==> config.mk <==
export PLATFORM = sky130hd
export DESIGN_NAME = phase_lock_monitor
export DESIGN_NICKNAME = d
export VERILOG_FILES = /design/src/rtl/lockdet_pkg.sv /design/src/rtl/pulse_rise.sv /design/src/rtl/phase_error_meter.sv /design/src/rtl/lock_qualifier.sv /design/src/rtl/phase_lock_monitor.sv
export SDC_FILE = /design/constraint.sdc
export NUM_CORES = 1
export LEC_CHECK = 0
export BUFFER_PORTS_ARGS = -buffer_cell sky130_fd_sc_hd__buf_2
export CORE_ASPECT_RATIO = 1.75
export CORE_MARGIN = 3
export CORE_UTILIZATION = 47
export CTS_CLUSTER_DIAMETER = 60
export DETAILED_ROUTE_END_ITERATION = 8
export HOLD_SLACK_MARGIN = 0.08
export PLACE_DENSITY = 0.77
export SYNTH_ARGS = -nofsm -noshare
export SYNTH_HDL_FRONTEND = slang
export SYNTH_HIERARCHICAL = 1
export SYNTH_SLANG_ARGS = --single-unit
==> constraint.sdc <==
create_clock -name clk -period 2.06 [get_ports clk]
set_clock_uncertainty 0.2 [all_clocks]
set_input_delay 0.206 -clock clk [delete_from_list [all_inputs] [get_ports clk]]
set_output_delay 0.206 -clock clk [all_outputs]
set_load 0.02 [all_outputs]
==> src/rtl/lockdet_pkg.sv <==
package lockdet_pkg;

  typedef enum logic [1:0] {
    ERR_SMALL = 2'd0,
    ERR_MID   = 2'd1,
    ERR_LARGE = 2'd2
  } err_class_e;

  // Map one measured error onto its hysteresis band.
  function automatic err_class_e classify(input int unsigned err, input logic tmo,
                                          input int unsigned lock_cnt,
                                          input int unsigned unlock_cnt);
    if (tmo || err > unlock_cnt) return ERR_LARGE;
    if (err < lock_cnt)          return ERR_SMALL;
    return ERR_MID;
  endfunction

  // Number of consecutive small errors needed before lock.
  function automatic int unsigned run_needed(input logic precise,
                                             input int unsigned run_lo,
                                             input int unsigned run_hi);
    return precise ? run_hi : run_lo;
  endfunction

endpackage

==> src/rtl/pulse_rise.sv <==
module pulse_rise #(
  parameter int unsigned LINES = 2
) (
  input  logic             clk,
  input  logic             rst_n,
  input  logic [LINES-1:0] level,
  output logic [LINES-1:0] rise
);
  logic [LINES-1:0] prev;

  generate
    for (genvar i = 0; i < LINES; i++) begin : g_line
      always_ff @(posedge clk) begin
        if (!rst_n) prev[i] <= 1'b1;
        else        prev[i] <= level[i];
      end
      assign rise[i] = level[i] & ~prev[i];
    end
  endgenerate
endmodule

==> src/rtl/phase_error_meter.sv <==
module phase_error_meter #(
  parameter int unsigned TIMEOUT_CNT = 100,
  localparam int unsigned CNT_W = $clog2(TIMEOUT_CNT + 1)
) (
  input  logic             clk,
  input  logic             rst_n,
  input  logic             ref_rise,
  input  logic             fb_rise,
  output logic             meas_valid,
  output logic [CNT_W-1:0] meas_err,
  output logic             meas_tmo
);
  localparam logic [CNT_W-1:0] CNT_LIMIT = CNT_W'(TIMEOUT_CNT);

  logic             busy;
  logic             lead_ref;
  logic [CNT_W-1:0] cnt;
  logic             lag_rise;

  assign lag_rise = lead_ref ? fb_rise : ref_rise;

  always_ff @(posedge clk) begin
    if (!rst_n) begin
      busy       <= 1'b0;
      lead_ref   <= 1'b0;
      cnt        <= '0;
      meas_valid <= 1'b0;
      meas_err   <= '0;
      meas_tmo   <= 1'b0;
    end else begin
      meas_valid <= 1'b0;
      if (!busy) begin
        if (ref_rise && fb_rise) begin
          meas_valid <= 1'b1;
          meas_err   <= '0;
          meas_tmo   <= 1'b0;
        end else if (ref_rise || fb_rise) begin
          busy     <= 1'b1;
          lead_ref <= ref_rise;
          cnt      <= CNT_W'(1);
        end
      end else if (lag_rise) begin
        busy       <= 1'b0;
        meas_valid <= 1'b1;
        meas_err   <= cnt;
        meas_tmo   <= 1'b0;
      end else if (cnt == CNT_LIMIT) begin
        busy       <= 1'b0;
        meas_valid <= 1'b1;
        meas_err   <= cnt;
        meas_tmo   <= 1'b1;
      end else begin
        cnt <= cnt + CNT_W'(1);
      end
    end
  end

  AST_CNT_BOUND: assert property (@(posedge clk) disable iff (!rst_n)
    busy |-> (cnt >= CNT_W'(1) && cnt <= CNT_LIMIT));
  AST_RESULT_BOUND: assert property (@(posedge clk) disable iff (!rst_n)
    meas_valid |-> meas_err <= CNT_LIMIT);
  AST_TMO_AT_LIMIT: assert property (@(posedge clk) disable iff (!rst_n)
    (meas_valid && meas_tmo) |-> $past(busy && !lag_rise));
endmodule

==> src/rtl/lock_qualifier.sv <==
module lock_qualifier
  import lockdet_pkg::*;
#(
  parameter int unsigned LOCK_CNT   = 15,
  parameter int unsigned UNLOCK_CNT = 25,
  parameter int unsigned RUN_LO     = 3,
  parameter int unsigned RUN_HI     = 5,
  parameter int unsigned ERR_W      = 7,
  localparam int unsigned RUN_W     = $clog2(RUN_HI + 1)
) (
  input  logic             clk,
  input  logic             rst_n,
  input  logic             precise,
  input  logic             meas_valid,
  input  logic [ERR_W-1:0] meas_err,
  input  logic             meas_tmo,
  output logic             locked
);
  err_class_e       cls;
  logic             is_small, is_mid, is_large;
  logic [RUN_W-1:0] run;
  logic             run_done;

  assign cls      = classify(int'(meas_err), meas_tmo, LOCK_CNT, UNLOCK_CNT);
  assign is_small = (cls == ERR_SMALL);
  assign is_mid   = (cls == ERR_MID);
  assign is_large = (cls == ERR_LARGE);
  assign run_done = (int'(run) + 1) >= int'(run_needed(precise, RUN_LO, RUN_HI));

  always_ff @(posedge clk) begin
    if (!rst_n) begin
      locked <= 1'b0;
      run    <= '0;
    end else if (meas_valid) begin
      if (is_large) begin
        locked <= 1'b0;
        run    <= '0;
      end else if (!locked) begin
        if (is_mid) begin
          run <= '0;
        end else if (run_done) begin
          locked <= 1'b1;
          run    <= '0;
        end else begin
          run <= run + RUN_W'(1);
        end
      end
    end
  end

  AST_DROP_ON_LARGE: assert property (@(posedge clk) disable iff (!rst_n)
    (meas_valid && is_large) |=> !locked);
  AST_MID_HOLDS_LOCK: assert property (@(posedge clk) disable iff (!rst_n)
    (meas_valid && is_mid && locked) |=> locked);
  AST_RISE_ON_SMALL: assert property (@(posedge clk) disable iff (!rst_n)
    $rose(locked) |-> $past(meas_valid && is_small));
  AST_QUIET_STABLE: assert property (@(posedge clk) disable iff (!rst_n)
    !meas_valid |=> $stable(locked));
  AST_RUN_BOUND: assert property (@(posedge clk) disable iff (!rst_n)
    int'(run) < int'(RUN_HI));
endmodule

==> src/rtl/phase_lock_monitor.sv <==
module phase_lock_monitor #(
  parameter int unsigned LOCK_CNT    = 15,
  parameter int unsigned UNLOCK_CNT  = 25,
  parameter int unsigned TIMEOUT_CNT = 100,
  parameter int unsigned RUN_LO      = 3,
  parameter int unsigned RUN_HI      = 5
) (
  input  logic clk,
  input  logic rst_n,
  input  logic ref_pulse,
  input  logic fb_pulse,
  input  logic precise,
  output logic locked
);
  localparam int unsigned ERR_W = $clog2(TIMEOUT_CNT + 1);

  logic [1:0]       rise;
  logic             meas_valid;
  logic [ERR_W-1:0] meas_err;
  logic             meas_tmo;

  pulse_rise #(.LINES(2)) u_rise (
    .clk(clk), .rst_n(rst_n), .level({fb_pulse, ref_pulse}), .rise(rise)
  );

  phase_error_meter #(.TIMEOUT_CNT(TIMEOUT_CNT)) u_meter (
    .clk(clk), .rst_n(rst_n), .ref_rise(rise[0]), .fb_rise(rise[1]),
    .meas_valid(meas_valid), .meas_err(meas_err), .meas_tmo(meas_tmo)
  );

  lock_qualifier #(
    .LOCK_CNT(LOCK_CNT), .UNLOCK_CNT(UNLOCK_CNT),
    .RUN_LO(RUN_LO), .RUN_HI(RUN_HI), .ERR_W(ERR_W)
  ) u_qual (
    .clk(clk), .rst_n(rst_n), .precise(precise), .meas_valid(meas_valid),
    .meas_err(meas_err), .meas_tmo(meas_tmo), .locked(locked)
  );

  AST_RESET_CLEAR: assert property (@(posedge clk)
    !rst_n |=> !locked);
endmodule

## Word-level counts from Yosys, hierarchy flattened

Cells that the tools add are included.

- Flip-flop bits (word level): 24
- Input bits: 5
- Output and inout bits: 1
- Word-level logic and storage cells: 78

- $add $sub $neg: 3
- Magnitude comparators: 3
- Eq/ne operators: 8
- Muxes and demuxes: 39
- Bitwise gates (word level): 6
- Reductions and logical operators: 9

Operators by type and width:

| kind | count |
|---|---|
| 7-bit 2-to-1 mux | 9 |
| 32-bit >= comparator | 1 |
| 1-bit 2-to-1 mux | 21 |
| 3-bit 2-to-1 mux | 5 |
| 2-bit 2-to-1 mux | 4 |
| 7-bit by 1-bit adder with 7-bit output, second input constant | 1 |
| 7-bit == test, second input constant | 1 |
| 7-bit by 5-bit > comparator with 1-bit output, second input constant | 1 |
| 7-bit by 4-bit < comparator with 1-bit output, second input constant | 1 |
| 2-bit != test, second input constant | 3 |
| 3-bit by 1-bit adder with 4-bit output, second input constant | 1 |
| 1-bit inverter | 4 |
| 2-bit AND reduction | 2 |
| 4-bit AND reduction | 1 |
| 2-bit nonzero test | 2 |
| 3-bit by 1-bit adder with 3-bit output, second input constant | 1 |
| 3-bit != test, second input constant | 1 |
| 3-bit AND reduction | 1 |
| 1-bit AND | 2 |
| 2-bit by 1-bit == test with 1-bit output, second input constant | 1 |
| 2-bit == test, second input constant | 1 |
| 1-bit logical OR | 2 |
| 2-bit by 1-bit != test with 1-bit output, second input constant | 1 |
| 1-bit logical AND | 1 |

## Longest topological paths before layout

Gate-level depths: netlist of the first run.

- Depth in word-level cells: 10
- Gate-level depth with buffers: 8
- Gate-level depth less buffers: 7

## Modules after synthesis

Netlist of the first run, hierarchy kept.

By module, submodules not included:

| module | times used | cells an instance | area an instance (um^2) | seq. area each (um^2) |
|---|---|---|---|---|
| phase_error_meter | 1 | 84 | 854.6 | 360.3 |
| lock_qualifier | 1 | 36 | 324.1 | 80.1 |
| pulse_rise | 1 | 6 | 80.1 | 40.0 |

## Worst setup path before layout of the first run

Ideal clock, no wire load.

- Path kind: reg-to-reg
- Start: reg u_qual.run[0]
- End: reg u_qual.run[1]
- Library setup time: 0.076 ns
- Arrival time: 1.815 ns
- Data required time: 1.784 ns
- Slack: -0.031 ns
- Stages on the path, launching flop included: 8
- Path buffers: 0
- Period minus slack after synthesis: 2.091 ns
- Cell sequence: dfxtp_1 -> ha_1 -> xor2_1 -> ha_1 -> nand3b_1 -> o311ai_2 -> or4_1 -> a21boi_0

- Cells in the longest elaborated chain, start to end: 6
- Elaborated cells on any way between the ends: 7
- Those cells by class: 2 x add/sub; 1 x order compare; 4 x mux

RTL lines:

| element | line | RTL |
|---|---|---|
| start, declared | lock_qualifier.sv:21 | `logic [RUN_W-1:0] run;` |
| start signal, assigned | lock_qualifier.sv:45 | `run <= run + RUN_W'(1);` |
| 3-bit by 1-bit adder with 4-bit output | lock_qualifier.sv:28 | `assign run_done = (int'(run) + 1) >= int'(run_needed(precise, RUN_LO, RUN_HI));` |
| 32-bit >= comparator | lock_qualifier.sv:28 |  |
| 3-bit 2-to-1 mux (*) | lock_qualifier.sv:41 | `end else if (run_done) begin` |
| 3-bit 2-to-1 mux (*) | lock_qualifier.sv:39 | `if (is_mid) begin` |
| 3-bit 2-to-1 mux (*) | lock_qualifier.sv:38 | `end else if (!locked) begin` |
| 3-bit 2-to-1 mux (*) | lock_qualifier.sv:35 | `if (is_large) begin` |

Every way passes the cells marked *; elsewhere a longest branch is shown, timed or not. The select of a mux whose other input is x is not followed.
A chain may end at the register's enable or synchronous reset.

## Worst setup path in the final report of the first run

Same ends and word-level chain as after synthesis.

==> summary.md, run 1 <==
The logs give 36 for the first-iteration detailed-routing DRC count and 137 for the post-synth net total. The most instantiated flip-flop cell in the synthesis netlist was sky130_fd_sc_hd__dfxtp_1. For this run, the detailed router's first-pass iteration total came to 5.

The setup slack at placement is -0.0671 ns. Along the worst path, the maximum fanout reaches 5. Synthesized flop and latch total: 24. Synthesis instantiated 48 different standard cells from the library. The part of the Yosys area used for sequential elements was 38.2%; the required time of the critical path was 2.06 ns. The die span in x is 45.1 um, and the antenna diode count is 0. The cell count of the worst hold path was 2.

Slowest cell on the critical path: sky130_fd_sc_hd__or4_4. In the synthesized netlist, the number of instances is 126. The most common cell after layout, fill and taps aside was sky130_fd_sc_hd__dfxtp_1. The total overflow left after global routing is 0. In the routed design, unresolved DRC markers number 0. Root buffer cell: sky130_fd_sc_hd__clkbuf_8. For the slack of the critical path, the log shows -0.0461 ns. The number of nets with antenna violations after routing came out at 0. For the arrival time at the worst endpoint, the log shows 2.11 ns.

The run gives 164 as the number of cells after detailed placement. The tools report the non-filler instance count after layout as 172. Of all flip-flops after synthesis, the portion carrying an async set or reset was 0%. The post-route worst hold slack came out at 0.125 ns. The run gives 59.4% as the final standard cell utilization of the core.

In the layout the commonest cells are sky130_fd_sc_hd__dfxtp_1, sky130_fd_sc_hd__buf_4. The die covers 0.00336 mm^2. The filler cells instantiated in the layout total 220. The max-slew violation count came out at 0.

The floorplan step defined a core boundary enclosing 0.00252 mm^2. Wires add up to 2570 um. The number of antenna violations at the first check in global routing is 0. The final reports fail on negative setup slack.

Endpoint class of the critical path: a flop. The critical path goes through ha_4 > xor2_1 > ha_1 > nand3b_1 > o311ai_4 > or4_4 > a21boi_2. The number of enable flip-flop cells after synthesis works out to 0. The type of element launching the critical path was a flop. For the cell leakage power, the log shows 0.000603 uW. After layout, the worst path uses 102% of the clock period. Setup repair after global routing could not meet its margin everywhere.

No sink is reached through more buffers than the 2 on the longest clock path. The flow ran to the end, but the final reports show violations. The kind of critical path was flop to flop. For this run, the top clock speed supported by timing is 475 MHz. Dividing the detail-routed wire length by the instance count gives 14.9 um. sky130_fd_sc_hd__dfxtp_1 takes more of the synthesized area than any other cell.

The min-delay analysis places its worst path in the category primary input to flop. Once the floorplan was initialized, standard cells occupied 49.9% of the core. The logs give 16.9% for the overall fraction of global-route tracks in use and 24 for the cell row count. The synthesized area per cell came out at 9.99 um^2. The critical path buffer and inverter count is 0. The maximum single-stage delay on the critical path works out to 0.50 ns. Max-cap violations in this run came to 0. By area the synthesized netlist is led by sky130_fd_sc_hd__dfxtp_1, sky130_fd_sc_hd__ha_1, sky130_fd_sc_hd__a22o_1.

The maximum level of the CTS H-tree was 1; the die height was 74.5 um. IR analysis of the VDD net gives a maximum drop of 0.259 mV. At the pin with the least slew margin, the transition time is 0.459 ns.

The detailed-route vias per instance works out to 6.26. For the final routed database, the setup TNS stands at -0.0461 ns. Buffers placed on the I/O ports in this run total 5. For the number of buffers inserted during clock tree synthesis, the log shows 3. Subtracting the final worst setup slack from the clock period gives 2.11 ns. The critical path crosses 7 cells after its start point. Relative to the synthesized area, the layout overhead comes to 19.1%.

Detailed placement finished with a half-perimeter wire length of 1910 um. Counting every sink on the clock net gives 24. At the end of routability-driven placement, the weighted congestion stood at 0.872.

The number of cells traversed by the worst register-to-register path is 7, and the power per unit of standard cell area is 607 mW/mm^2. The kind of cell adding the most delay to the critical path is simple AND/OR/NAND/NOR gates. Entering global routing, the biggest net connects 17 pins. Pin placement for this block handled 6 I/O pins.

Clock latency on the worst-skew pair, taken at its later pin, is 0.26 ns. The run gives 1,076 as the vias after detailed routing. TritonCTS built the clock tree.

During synthesis, Yosys emitted a total of 6 warnings. The tools report the global-route wire length before repair as 4260 um. The number of global-route vias before repair is 1,013, and the proportion of layout cells with a drive suffix above 1 is 28.1%.

In this run the biggest area consumer among cell types represents 38.2% of the synthesized area. Total of endpoints with negative setup slack in the final report: 1. The clock transition time at the flip-flop clock pins of the worst setup and hold paths works out to 0.09 ns. At the end of the flow, the number of nets in the layout was 158. The worst pin sits at a relative slew slack of 69.3%.

Once the clock tree was built, the setup fixing pass inserted 0 buffers. The total count of hold-check failures in the final report is 0, and the post-synth design cell area is 0.00126 mm^2.
==> what timing repair did <==
action,CTS,global route
pin swaps,4,6
hold buffers,4,0
resized for setup,4,3
endpoints found under the setup margin,3,3
endpoints found under the hold margin,2,0
==> kinds of logic (layout without fill, tap and decap cells) <==
group / Yosys count / in the layout / synth area share, %
flops: 24 / 24 / 38.2
simple gates: 49 / 49 / 24.2
compound gates: 31 / 31 / 22.6
fa+ha+maj: 6 / 6 / 5.96
xor+xnor: 1 / 1 / 0.696
mux: 3 / 3 / 3.38
buf+inv: 12 / 32 / 5.07
==> Yosys cell counts (2+ instances only) <==
library cell and n:
sky130_fd_sc_hd__nand2b_1 3, sky130_fd_sc_hd__nand2_1 7, sky130_fd_sc_hd__inv_1 7, sky130_fd_sc_hd__nand4_1 2, sky130_fd_sc_hd__and3_1 2, sky130_fd_sc_hd__a31oi_1 4
sky130_fd_sc_hd__nor2_1 5, sky130_fd_sc_hd__ha_1 6, sky130_fd_sc_hd__a31o_1 2, sky130_fd_sc_hd__a21oi_1 2, sky130_fd_sc_hd__nor2b_4 2, sky130_fd_sc_hd__o41ai_1 3
sky130_fd_sc_hd__a21boi_0 2, sky130_fd_sc_hd__nand3b_1 5, sky130_fd_sc_hd__dfxtp_1 24, sky130_fd_sc_hd__or3_1 3, sky130_fd_sc_hd__or2_2 3, sky130_fd_sc_hd__mux2i_1 2
sky130_fd_sc_hd__a22o_1 7, sky130_fd_sc_hd__nand3_1 7
==> metal layers <==
layer	wire [um]	up-vias	track usage, %
met5	0	-	0
met4	80	0	11.4
met3	95	8	1.69
met2	1390	31	29.3
met1	996	524	18.5
li1	-	513	-
==> path summary, 6_finish.rpt <==
kind / endpoint / slack (ns) / from
worst max-delay path: u_qual/run[1] / -0.05 / u_qual/run[0]
worst min-delay path: u_qual/run[0] / 0.13 / rst_n
worst max register to register: u_qual/run[1] / -0.05 / u_qual/run[0]
worst min register to register: u_meter/cnt[0] / 0.30 / u_meter/cnt[0]
==> report_power, final <==
part           total (uW)  internal [uW]  switching [uW]
clock network         315            170             145
logic                 108           52.0            55.7
registers             487            474            12.8
==> cell type report <==
class	instances	area, um^2	share of cell area (%)
well taps	26	32.5	2.17
inverters	8	30.0	2.00
multi-input cells	90	751	50.1
repair buffers	20	148	9.85
flip-flops and latches	24	483	32.2
clock buffers	4	55.1	3.67
==> state kept, by name, indices dropped and copies added, names as in the netlist <==
name	count
u_qual/locked	1
u_meter/meas_valid	1
u_meter/meas_tmo	1
u_meter/busy	1
u_meter/meas_err	7
u_rise/prev	2
u_meter/cnt	7
u_meter/lead_ref	1
u_qual/run	3
==> through the flow <==
step / total power (uW) / instance area (um^2)
3_5_place_dp: 595 / 1370
4_1_cts: 915 / 1490
2_1_floorplan: 566 / 1260
3_3_place_gp: 591 / 1370
5_1_grt: 943 / 1500
6_report: 910 / 1500
Power figures use the tool's default switching activity.
==> run 2, diff against run 1 <==
- SYNTH_HIERARCHICAL: 1 -> unset
==> run 2 against run 1 <==
Compared with the run above: the flow still finishes with violations (negative setup slack); synthesized cell count increased by 8.7%; sequential cell count unchanged; non-clock buffer count increased by 1; design area decreased by 1.7%; sequential share of layout area increased by 0.55 points; global-route usage increased by 2.4 points; clock-buffer cell count decreased by 1; core utilization increased by 3.0 points.
==> summary.md, run 2 <==
Slack of the critical path: -0.118 ns. Clock latency on the worst-skew pair, taken at its later pin, is 0.26 ns. The proportion of layout cells with a drive suffix above 1 was 22.9%. STA classifies the critical path endpoint as a flop. In the layout the commonest cells are sky130_fd_sc_hd__dfxtp_1, sky130_fd_sc_hd__nand2_1, sky130_fd_sc_hd__buf_4. The average instance in the mapped netlist occupies 8.84 um^2. The first detailed-routing pass ran for 4 iterations. Adding up every negative setup slack in the final design gives -0.322 ns. Setup repair after global routing could not meet its margin everywhere. The critical path goes through ha_4 > xor2_2 > ha_1 > nand3b_1 > o311ai_4 > or4_1 > a21oi_1. The antenna diode count came out at 0. The library cell used most frequently in the layout, excluding fill and tap cells, is sky130_fd_sc_hd__dfxtp_1. The number of distinct library cell variants in the gate-level netlist after synthesis was 43; the maximum level of the CTS H-tree was 1. The slowest stage of the critical path is the sky130_fd_sc_hd__or4_1 cell.

The final critical-path required period is 2.18 ns, and the maximum ir drop on the vdd rail is 0.432 mV. The fraction of synthesized cell area taken by the top area cell type is 39.7%. Share of flip-flops with an asynchronous set or reset: 0%. The number of buffers inserted during clock tree synthesis is 3, and the number of cells after detailed placement is 173. The run gives 459 MHz as the maximum clock rate. Excluding fillers, the count of instances in the completed layout stands at 182. The detail route stage leaves a number of antenna-violating nets equal to 0. In this design, the largest share of critical-path delay is due to simple AND/OR/NAND/NOR gates. Total count of hold-check failures in the final report: 0. TritonCTS built the clock tree. After filler insertion, the fill cell instance count of the layout stands at 215. The run finished, with violations left.

The number of antenna violations at the first check in global routing is 0, and the critical path buffer and inverter count is 0. The cell count of the worst hold path works out to 3. Pin placement for this block handled 6 I/O pins.

The die span in x works out to 44.4 um. Detailed routing inserted a total of 1,124 vias. Dividing the detail-routed wire length by the instance count gives 16.0 um. Hold is met by 0.119 ns. The number of global-route vias before repair came out at 1,135. The worst relative slew slack is 67.4%, and the arrival time at the worst endpoint is 2.16 ns.

The clock transition time at the flip-flop clock pins of the worst setup and hold paths was 0.08 ns; the post-synth net total was 149. Maximum net fanout on the critical path: 5. Sorting the synthesized cells by how often they occur yields sky130_fd_sc_hd__dfxtp_1, sky130_fd_sc_hd__nand2_1, sky130_fd_sc_hd__inv_1. The tools report the wire length after detailed routing as 2910 um. The detailed router finished its first iteration with 27 violations. The overall fraction of global-route tracks in use is 19.3%, and the required time of the critical path is 2.04 ns.

The final reports fail on negative setup slack. CTS saw 24 sinks. Sequential cells were found to cover 39.7% of the synthesized design area.

The maximum buffer depth of the clock tree was 2; the maximum single-stage delay on the critical path was 0.49 ns. The number of warning messages in the yosys log was 0; the slew at the pin with the worst max-slew slack was 0.486 ns. Most common cell in the synthesized netlist: sky130_fd_sc_hd__dfxtp_1. The first global-routing pass estimated 4640 um of wire. In this run the power density over the cells is 596 mW/mm^2. Leading area contributor after synthesis: sky130_fd_sc_hd__dfxtp_1. Yosys mapped a number of flops with a built-in enable equal to 0. The run gives 62.5% as the final standard cell utilization of the core. The initial utilization of the core area, before any placement, comes to 51.3%.

The largest registers in the layout are u_meter.cnt (7), u_meter.meas_err (7), u_qual.run (3). Dividing the detail-routed via count by the number of cells gives 6.18. For the total of endpoints with negative setup slack in the final report, the log shows 3. In this run the worst hold path is classified as primary input to flop.

For this run the aggregate overflow at the end of global routing stands at 0. Max-slew violation count: 0. The worst setup path is launched from a flop. The worst path uses 106% of the clock period.

The analysis attributes to cell leakage a power of 0.000590 uW. CTS placed an instance of sky130_fd_sc_hd__clkbuf_8 at the clock tree root. Number of max-capacitance violations reported: 0.

By startpoint and endpoint, the worst setup path is classified as flop to flop. The net total in the final layout came out at 171. The number of cells on the critical path works out to 7.

The floorplan step defined a die boundary enclosing 0.00325 mm^2. Among all flip-flop cells after synthesis, the most frequent one is sky130_fd_sc_hd__dfxtp_1. In the post-synthesis netlist, the biggest area contributors are sky130_fd_sc_hd__dfxtp_1, sky130_fd_sc_hd__ha_1, sky130_fd_sc_hd__nand2_1.

The area growth from synthesis to layout is 21.7%. Counting cells, the worst reg-to-reg path comes to 7. Post-synth design cell area: 0.00121 mm^2. The congestion estimate from routability-driven global placement came to 0.836. For the post-detailed-placement half-perimeter wirelength, the log shows 2040 um. Entering global routing, the biggest net connects 19 pins.

For the cell row count, the log shows 23. After synthesis the netlist holds a flip-flop and latch count of 24. The tools report the number of DRC violations after detailed routing as 0. Port buffering added 5 buffers. The cell count after synthesis came out at 137.

The die is 73.2 um tall. The region available for standard cell placement spans 0.00236 mm^2.
## run 2: cell count changes after synthesis, moves of 4 or more
cell	previous run	this run
sky130_fd_sc_hd__nand3_1	7	3
sky130_fd_sc_hd__nand2_1	7	17
sky130_fd_sc_hd__a21oi_1	2	7
sky130_fd_sc_hd__or4_1	1	6
sky130_fd_sc_hd__o22ai_1	0	5
sky130_fd_sc_hd__a22o_1	7	0
## run 2: final cells by class
class                   count  area [um^2]  share of cell area, %
clock buffers               3         41.3                   2.80
inverters                  10         37.5                   2.55
multi-input cells          99          731                   49.6
flip-flops and latches     24          483                   32.8
well taps                  25         31.3                   2.12
repair buffers             21          150                   10.2
## run 2: logic make-up (layout without fill, tap and decap cells)
group | count (synthesis) | after routing | synth area share [%]
AND/OR/NAND/NOR | 53 | 53 | 24.5
multiplexers | 1 | 1 | 0.826
buffers and inverters | 14 | 34 | 5.37
AO/OA/AOI/OAI | 36 | 36 | 21.0
adder cells (fa/ha/maj) | 7 | 7 | 7.23
XOR/XNOR | 2 | 2 | 1.45
flip-flops | 24 | 24 | 39.7
## run 2: power by group
group / internal, uW / total [uW] / switching [uW] / leakage [uW]
Combinational: 52.9 / 123 / 70.5 / 0.000373
Sequential: 475 / 482 / 7.09 / 0.000196
Clock: 131 / 273 / 142 / 0.0000216
Total: 658 / 878 / 220 / 0.000590
## run 2: stage by stage
stage / cell area [um^2] / total power, uW / setup WS [ns]
finish: 1470 / 878 / -0.118
global placement: 1330 / 594 / -0.0109
CTS: 1420 / 878 / -0.102
global route: 1470 / 909 / -0.185
floorplan: 1220 / 559 / 0.0294
detailed placement: 1330 / 600 / -0.0981
## run 2: timing repair
action | 4_1_cts | 5_1_grt
setup buffers | 1 | 3
resized for setup | 3 | 6
pin swaps | 0 | 5
hold buffers | 2 | 0
setup endpoints to repair | 3 | 7
hold endpoints to repair | 2 | 0
## run 2: routing by layer
metal,global-route usage (%),wire length [um]
met4,13.1,117
met1,16.8,1030
met3,3.46,67
met5,0,0
met2,37.2,1700
## run 2: worst paths after layout
| kind | endpoint | startpoint | slack (ns) |
|---|---|---|---|
| max | u_qual.run[1] | u_qual.run[1] | -0.12 |
| min reg2reg | u_meter.meas_err[0] | u_meter.meas_err[0] | 0.29 |
| min | u_qual.run[0] | rst_n | 0.12 |
| max reg2reg | u_qual.run[1] | u_qual.run[1] | -0.12 |
## run 2: worst register-to-register path, cell delays in order, from the launching register on
cell and delay [ns]:
sky130_fd_sc_hd__dfxtp_2 0.34, sky130_fd_sc_hd__ha_4 0.17, sky130_fd_sc_hd__xor2_2 0.14, sky130_fd_sc_hd__ha_1 0.30, sky130_fd_sc_hd__nand3b_1 0.14, sky130_fd_sc_hd__o311ai_4 0.14
sky130_fd_sc_hd__or4_1 0.49, sky130_fd_sc_hd__a21oi_1 0.17
